[config.mk]
export PLATFORM = sky130hd
export DESIGN_NAME = ppb_ctrl
export DESIGN_NICKNAME = d
export VERILOG_FILES = /design/src/rtl/ppb_pkg.sv /design/src/rtl/ppb_tick.sv /design/src/rtl/ppb_cursor.sv /design/src/rtl/ppb_seq.sv /design/src/rtl/ppb_bank.sv /design/src/rtl/ppb_ctrl.sv
export SDC_FILE = /design/constraint.sdc
export NUM_CORES = 1
export LEC_CHECK = 0
export ABC_AREA = 0
export BUFFER_PORTS_ARGS = -buffer_cell sky130_fd_sc_hd__buf_4
export CORE_ASPECT_RATIO = 0.9
export CORE_UTILIZATION = 30
export DETAILED_ROUTE_END_ITERATION = 8
export SLEW_MARGIN = 30
export SYNTH_ARGS = -nofsm -noshare
export SYNTH_HDL_FRONTEND = slang
export SYNTH_HIERARCHICAL = 1
export SYNTH_SLANG_ARGS = --single-unit
export TNS_END_PERCENT = 50
[constraint.sdc]
create_clock -name clk -period 7.7 [get_ports clk]
set_clock_uncertainty 0.1 [all_clocks]
set_input_delay 1.54 -clock clk [delete_from_list [all_inputs] [get_ports clk]]
set_output_delay 1.54 -clock clk [all_outputs]
set_load 0.02 [all_outputs]
[src/rtl/ppb_pkg.sv]
package ppb_pkg;
  typedef logic [7:0] byte_t;
  localparam byte_t SILENCE = 8'hFF;
endpackage

[src/rtl/ppb_tick.sv]
// Free-running frame tick: one pulse every TICK_CYCLES clocks.
module ppb_tick #(
  parameter int unsigned TICK_CYCLES = 12000
) (
  input  logic clk,
  input  logic rst_n,
  output logic tick
);
  localparam int unsigned CW = $clog2(TICK_CYCLES);
  localparam logic [CW-1:0] LAST = CW'(TICK_CYCLES - 1);

  logic [CW-1:0] cnt_q, cnt_d;

  always_comb begin
    tick  = (cnt_q == LAST);
    cnt_d = tick ? '0 : cnt_q + 1'b1;
  end

  always_ff @(posedge clk or negedge rst_n) begin
    if (!rst_n) cnt_q <= '0;
    else        cnt_q <= cnt_d;
  end
endmodule

[src/rtl/ppb_cursor.sv]
// Wrapping byte index, cleared at every frame tick.
module ppb_cursor #(
  parameter  int unsigned DEPTH = 8,
  localparam int unsigned AW    = $clog2(DEPTH)
) (
  input  logic          clk,
  input  logic          rst_n,
  input  logic          clr,
  input  logic          step,
  output logic [AW-1:0] idx
);
  localparam logic [AW-1:0] LAST = AW'(DEPTH - 1);

  logic [AW-1:0] idx_q, idx_d;
  logic          en;

  always_comb begin
    en    = clr | step;
    idx_d = idx_q;
    if (clr)                idx_d = '0;
    else if (idx_q == LAST) idx_d = '0;
    else                    idx_d = idx_q + 1'b1;
  end

  always_ff @(posedge clk or negedge rst_n) begin
    if (!rst_n)  idx_q <= '0;
    else if (en) idx_q <= idx_d;
  end

  assign idx = idx_q;
endmodule

[src/rtl/ppb_seq.sv]
// Frame sequencer: completion check, silence request, descriptor retry,
// buffer swap and miss counting.
module ppb_seq #(
  parameter  int unsigned PKT_BYTES = 8,
  parameter  int unsigned MISS_W    = 8,
  localparam int unsigned AW        = $clog2(PKT_BYTES)
) (
  input  logic              clk,
  input  logic              rst_n,
  input  logic              tick,
  input  logic              out_valid,
  output logic              wr_en,
  output logic [AW-1:0]     wr_idx,
  output logic              fill_en,
  output logic              arm,
  output logic              desc,
  output logic              bsel,
  output logic [MISS_W-1:0] miss
);
  localparam int unsigned CW = $clog2(PKT_BYTES + 1);
  localparam logic [CW-1:0] FULL = CW'(PKT_BYTES);
  localparam logic [MISS_W-1:0] MISS_MAX = '1;

  logic [CW-1:0]     wptr_q, wptr_d;
  logic              desc_q, desc_d;
  logic              bsel_q, bsel_d;
  logic [MISS_W-1:0] miss_q, miss_d;
  logic              arm_q;
  logic              done;

  always_comb begin
    done    = (wptr_q == FULL);
    wr_en   = out_valid && !done && !tick;
    wr_idx  = wptr_q[AW-1:0];
    fill_en = tick && !done;

    wptr_d = wptr_q;
    desc_d = desc_q;
    bsel_d = bsel_q;
    miss_d = miss_q;
    if (tick) begin
      wptr_d = '0;
      bsel_d = ~bsel_q;
      if (done)                  desc_d = ~desc_q;
      else if (miss_q != MISS_MAX) miss_d = miss_q + 1'b1;
    end else if (wr_en) begin
      wptr_d = wptr_q + 1'b1;
    end
  end

  always_ff @(posedge clk or negedge rst_n) begin
    if (!rst_n) begin
      wptr_q <= '0;
      desc_q <= 1'b0;
      bsel_q <= 1'b0;
      miss_q <= '0;
      arm_q  <= 1'b0;
    end else begin
      arm_q <= tick;
      if (tick || wr_en) wptr_q <= wptr_d;
      if (tick) begin
        desc_q <= desc_d;
        bsel_q <= bsel_d;
        miss_q <= miss_d;
      end
    end
  end

  assign arm  = arm_q;
  assign desc = desc_q;
  assign bsel = bsel_q;
  assign miss = miss_q;
endmodule

[src/rtl/ppb_bank.sv]
// Two buffer pairs; pair usb_sel belongs to the endpoint side, the other
// pair to the codec side.
module ppb_bank import ppb_pkg::*; #(
  parameter  int unsigned PKT_BYTES = 8,
  localparam int unsigned AW        = $clog2(PKT_BYTES)
) (
  input  logic          clk,
  input  logic          rst_n,
  input  logic          usb_sel,
  input  logic          wr_en,
  input  logic [AW-1:0] wr_idx,
  input  byte_t         wr_data,
  input  logic          fill_en,
  input  logic          cap_en,
  input  logic [AW-1:0] cap_idx,
  input  byte_t         cap_data,
  input  logic [AW-1:0] play_idx,
  input  logic [AW-1:0] tx_idx,
  output byte_t         play_data,
  output byte_t         tx_data
);
  logic [1:0][7:0] ph_play;
  logic [1:0][7:0] ph_tx;

  for (genvar p = 0; p < 2; p++) begin : g_ph
    localparam logic PH = (p == 1);

    byte_t out_q [PKT_BYTES];
    byte_t out_d [PKT_BYTES];
    byte_t in_q  [PKT_BYTES];
    byte_t in_d  [PKT_BYTES];
    logic  usb_own;
    logic  out_en, in_en;

    assign usb_own = (usb_sel == PH);

    always_comb begin
      out_d  = out_q;
      in_d   = in_q;
      out_en = usb_own && (fill_en || wr_en);
      in_en  = !usb_own && cap_en;
      if (usb_own && fill_en) begin
        for (int i = 0; i < PKT_BYTES; i++) out_d[i] = SILENCE;
      end else if (usb_own && wr_en) begin
        out_d[wr_idx] = wr_data;
      end
      if (in_en) in_d[cap_idx] = cap_data;
    end

    always_ff @(posedge clk or negedge rst_n) begin
      if (!rst_n) begin
        for (int i = 0; i < PKT_BYTES; i++) begin
          out_q[i] <= SILENCE;
          in_q[i]  <= SILENCE;
        end
      end else begin
        if (out_en) out_q <= out_d;
        if (in_en)  in_q  <= in_d;
      end
    end

    assign ph_play[p] = out_q[play_idx];
    assign ph_tx[p]   = in_q[tx_idx];
  end

  assign play_data = ph_play[~usb_sel];
  assign tx_data   = ph_tx[usb_sel];
endmodule

[src/rtl/ppb_ctrl.sv]
module ppb_ctrl import ppb_pkg::*; #(
  parameter int unsigned PKT_BYTES   = 8,
  parameter int unsigned TICK_CYCLES = 12000,
  parameter int unsigned MISS_W      = 8
) (
  input  logic              clk,
  input  logic              rst_n,
  input  logic              out_valid,
  input  logic [7:0]        out_data,
  input  logic              in_rd,
  output logic [7:0]        in_data,
  input  logic              pcm_strobe,
  input  logic [7:0]        pcm_wr,
  output logic [7:0]        pcm_rd,
  output logic              ep_arm,
  output logic              desc_phase,
  output logic              buf_phase,
  output logic [MISS_W-1:0] miss_count
);
  localparam int unsigned AW = $clog2(PKT_BYTES);

  logic [1:0]    rst_sync_q;
  logic          core_rst_n;
  logic          tick;
  logic          wr_en, fill_en, bsel;
  logic [AW-1:0] wr_idx, pcm_idx, tx_idx;

  // Reset asserts at once and releases two edges later.
  always_ff @(posedge clk or negedge rst_n) begin
    if (!rst_n) rst_sync_q <= '0;
    else        rst_sync_q <= {rst_sync_q[0], 1'b1};
  end
  assign core_rst_n = rst_sync_q[1];

  ppb_tick #(.TICK_CYCLES(TICK_CYCLES)) u_tick (
    .clk(clk), .rst_n(core_rst_n), .tick(tick)
  );

  ppb_seq #(.PKT_BYTES(PKT_BYTES), .MISS_W(MISS_W)) u_seq (
    .clk(clk), .rst_n(core_rst_n), .tick(tick), .out_valid(out_valid),
    .wr_en(wr_en), .wr_idx(wr_idx), .fill_en(fill_en), .arm(ep_arm),
    .desc(desc_phase), .bsel(bsel), .miss(miss_count)
  );

  ppb_cursor #(.DEPTH(PKT_BYTES)) u_pcm_cur (
    .clk(clk), .rst_n(core_rst_n), .clr(tick), .step(pcm_strobe), .idx(pcm_idx)
  );

  ppb_cursor #(.DEPTH(PKT_BYTES)) u_tx_cur (
    .clk(clk), .rst_n(core_rst_n), .clr(tick), .step(in_rd), .idx(tx_idx)
  );

  ppb_bank #(.PKT_BYTES(PKT_BYTES)) u_bank (
    .clk(clk), .rst_n(core_rst_n), .usb_sel(bsel),
    .wr_en(wr_en), .wr_idx(wr_idx), .wr_data(out_data), .fill_en(fill_en),
    .cap_en(pcm_strobe && !tick), .cap_idx(pcm_idx), .cap_data(pcm_wr),
    .play_idx(pcm_idx), .tx_idx(tx_idx),
    .play_data(pcm_rd), .tx_data(in_data)
  );

  assign buf_phase = bsel;
endmodule

==> results.sh <==
export IMPL_dr_pass1_iters=4
export IMPL_synth_top_area_share_pct=44.3
export IMPL_die_area_um2=51500
export IMPL_min_period_ns=4.71
export IMPL_cp_data_required_time_ns=6.06
export IMPL_drt_total_wl_um=36500
export IMPL_antenna_found_initial=1
export IMPL_crit_type="flop to primary output"
export IMPL_num_rows=77
export IMPL_numCtsBuffers=36
export IMPL_rsz0062_at_grt="no"
export IMPL_power_density_nw_per_um2=329
export IMPL_end_kind="primary output"
export IMPL_numPlacedInstances=1943
export IMPL_synth_area_leaders="dfstp_2, mux2_2, mux4_2, dfrtp_1, o22a_1"
export IMPL_startpoint_type="flop"
export IMPL_cap_violations=0
export IMPL_io_buffer_count=47
export IMPL_drc=0
export IMPL_hold_buffers=0
export IMPL_cp_max_fo=18
export IMPL_grt_max_degree=168
export IMPL_placed_area_um2=16100
export IMPL_worst_pin_slew_ns=0.982
export IMPL_synth_edf_count=0
export IMPL_gr_usage_all_layers_pct=14.4
export IMPL_synthCells=1318
export IMPL_grt_pass1_vias=10532
export IMPL_die_w_um=239
export IMPL_cts_resized=0
export IMPL_dp_hpwl_um=21400
export IMPL_fin_area_um2=17300
export IMPL_cts_sinks=293
export IMPL_finalCritPeriodShare_pct=61.1
export IMPL_outcome="finished clean"
export IMPL_dpl_worst_slack_ns=3.46
export IMPL_clk_path_buf_depth=3
export IMPL_drtIter0Drc=645
export IMPL_cts_tree="yes"
export IMPL_initial_core_util_pct=30.7
export IMPL_core_area_um2=49500
export IMPL_finalHoldViolCount=0
export IMPL_clk_latency_ns=0.53
export IMPL_grt_pass1_wl_um=59500
export IMPL_postRouteAntennaNets=0
export IMPL_cts_max_level=2
export IMPL_syn_to_final_growth_pct=13.7
export IMPL_maxSlewHeadroom_pct=34.4
export IMPL_clockRootBuffer="clkbuf_16"
export IMPL_yosysWarnings=6
export IMPL_synth_area_um2=15200
export IMPL_via_count=10197
export IMPL_setup_violations=0
export IMPL_grt_ovfl_total=0
export IMPL_postSynthAreaPerCell_um2=11.5
export IMPL_p_leak_nw=7.72
export IMPL_io_pins=48
export IMPL_synth_main_ff_cell="dfstp_2"
export IMPL_ys_seq_area_share_pct=50.4
export IMPL_syn_nets=1348
export IMPL_die_h_um=215
export IMPL_hold_path_class="flop to async pin"
export IMPL_nNetsFinal=1340
export IMPL_clk_pin_slew_ns=0.06
export IMPL_async_flop_share_pct=100
export IMPL_synthDistinctLibCells=64
export IMPL_fmax_mhz=213
export IMPL_yosys_area_top_type="dfstp_2"
export IMPL_post_cts_buffers=0
export IMPL_r2r_cells=7
export IMPL_wire_per_inst_um=18.2
export IMPL_setup_ws_ns=2.99
export IMPL_slew_violations=0
export IMPL_irDropWorstVdd_uv=152
export IMPL_avgViaCountPerCell=5.08
export IMPL_arrival_ns=3.07
export IMPL_setup_tns_final_ns=0
export IMPL_fillers=4834
export IMPL_place_congestion=0.730
export IMPL_drive_above_1_share_pct=42.5
export IMPL_synth_seq_cells=293
export IMPL_stdcell_count=2007
critical path: stages (launching register included):
cell      delay, ns
dfrtp_1        0.83
buf_4          0.41
mux4_2         0.54
nor2b_1        0.14
a211oi_1       0.28
a21oi_1        0.11
buf_4          0.20
per-stage QoR:
stage | power, mW | hold slack, ns | util (%)
2_1_floorplan | 3.63 | 0.231 | -
3_3_place_gp | 3.95 | 0.223 | 32.5
3_5_place_dp | 4.02 | 0.234 | 32.5
4_1_cts | 5.75 | 0.236 | 34.8
5_1_grt | 6.02 | 0.262 | 34.9
6_report | 5.68 | 0.216 | 34.9
placed cells by master (no fill, tap or decap), drive strengths merged, types with 46 or more instances in the layout:
cell type	Yosys	final
dfstp	256	256
buf	53	64
clkbuf	57	52
inv	66	71
o22a	64	64
nor2	135	135
a21oi	101	101
nand2	61	61
mux2i	46	46
mux2	130	130
cells by family (layout without fill, tap and decap cells):
kind of cell,count (synthesis),after routing,synth area share (%)
other,1,2,0.0247
flip-flops,293,293,50.4
adder cells (fa/ha/maj),9,9,0.742
XOR/XNOR,20,20,1.15
AND/OR/NAND/NOR,288,288,9.41
AO/OA/AOI/OAI,312,312,14.1
buffers and inverters,176,193,4.89
multiplexers,219,219,19.3
registers in the layout, indices dropped and copies added, names as in the netlist, 2 cells and up:
register / flops
u_pcm_cur/idx: 3
u_bank/g_ph.out_q: 128
u_tick/cnt_q: 14
rst_sync_q: 2
u_seq/miss: 8
u_tx_cur/idx: 3
u_bank/g_ph.in_q: 128
u_seq/wptr_q: 4
metal layers:
metal | track usage, % | up-vias | share of wire (%)
met5 | 0 | - | 0
met4 | 4.55 | 0 | 2.3
met3 | 2.30 | 53 | 4.2
met2 | 22.8 | 196 | 46
met1 | 20.0 | 5232 | 47
li1 | - | 4716 | -
area by class of cell:
type                       instances  area [um2]  share of cell area (%)
timing repair buffer              64         513                    2.97
sequential                       293        7670                    44.4
antenna                            1        2.50                  0.0145
clock inverter                    11         124                   0.718
multi-input combinational        849        6820                    39.5
inverter                          66         248                    1.44
clock buffer                      52        1050                    6.10
tap                              671         840                    4.86
synth_stat cells (3+ instances only):
library cell / n
mux2_4: 9
nor2_2: 9
buf_1: 6
a211oi_1: 33
inv_1: 66
dfrtp_1: 37
nor2b_1: 17
a2bb2oi_1: 32
buf_4: 4
or3_1: 3
nand3_1: 26
a22oi_1: 23
mux2i_1: 46
a21oi_1: 99
nand2_1: 60
ha_1: 9
nand2b_1: 8
clkbuf_1: 57
mux4_2: 43
nor2_1: 126
mux2_1: 11
o211ai_1: 6
buf_2: 41
dfstp_2: 256
xnor2_1: 8
xor2_1: 12
mux2_2: 110
nand4_1: 5
o21ai_0: 38
o22a_1: 64
and3_1: 5
o2111ai_1: 9
where the power goes:
group	switching, mW	leakage, nW	internal (mW)
Combinational	0.786	4.00	0.739
Clock	0.666	0.580	1.02
Sequential	0.327	3.13	2.14
Total	1.78	7.72	3.90
path summary, 6_finish.rpt:
| check | from | endpoint | slack, ns |
|---|---|---|---|
| setup / recovery | u_pcm_cur/idx[0]$_DFFE_PN0P_ | pcm_rd[6] | 2.99 |
| hold / removal | rst_sync_q[1]$_DFF_PN0_ | u_seq/wptr_q[0]$_DFFE_PN0P_ | 0.22 |
| setup reg to reg | u_tick/cnt_q[5]$_DFF_PN0_ | u_bank/g_ph[0].out_q[4]$_DFFE_PN1P_ | 4.28 |
| hold reg to reg | rst_sync_q[1]$_DFF_PN0_ | u_seq/wptr_q[0]$_DFFE_PN0P_ | 0.22 |
| max in group asynchronous | rst_sync_q[1]$_DFF_PN0_ | u_bank/g_ph[1].in_q[5]$_DFFE_PN1P_ | 5.42 |
| min in group clk | rst_sync_q[0]$_DFF_PN0_ | rst_sync_q[1]$_DFF_PN0_ | 0.25 |
Power figures use the tool's default switching activity.
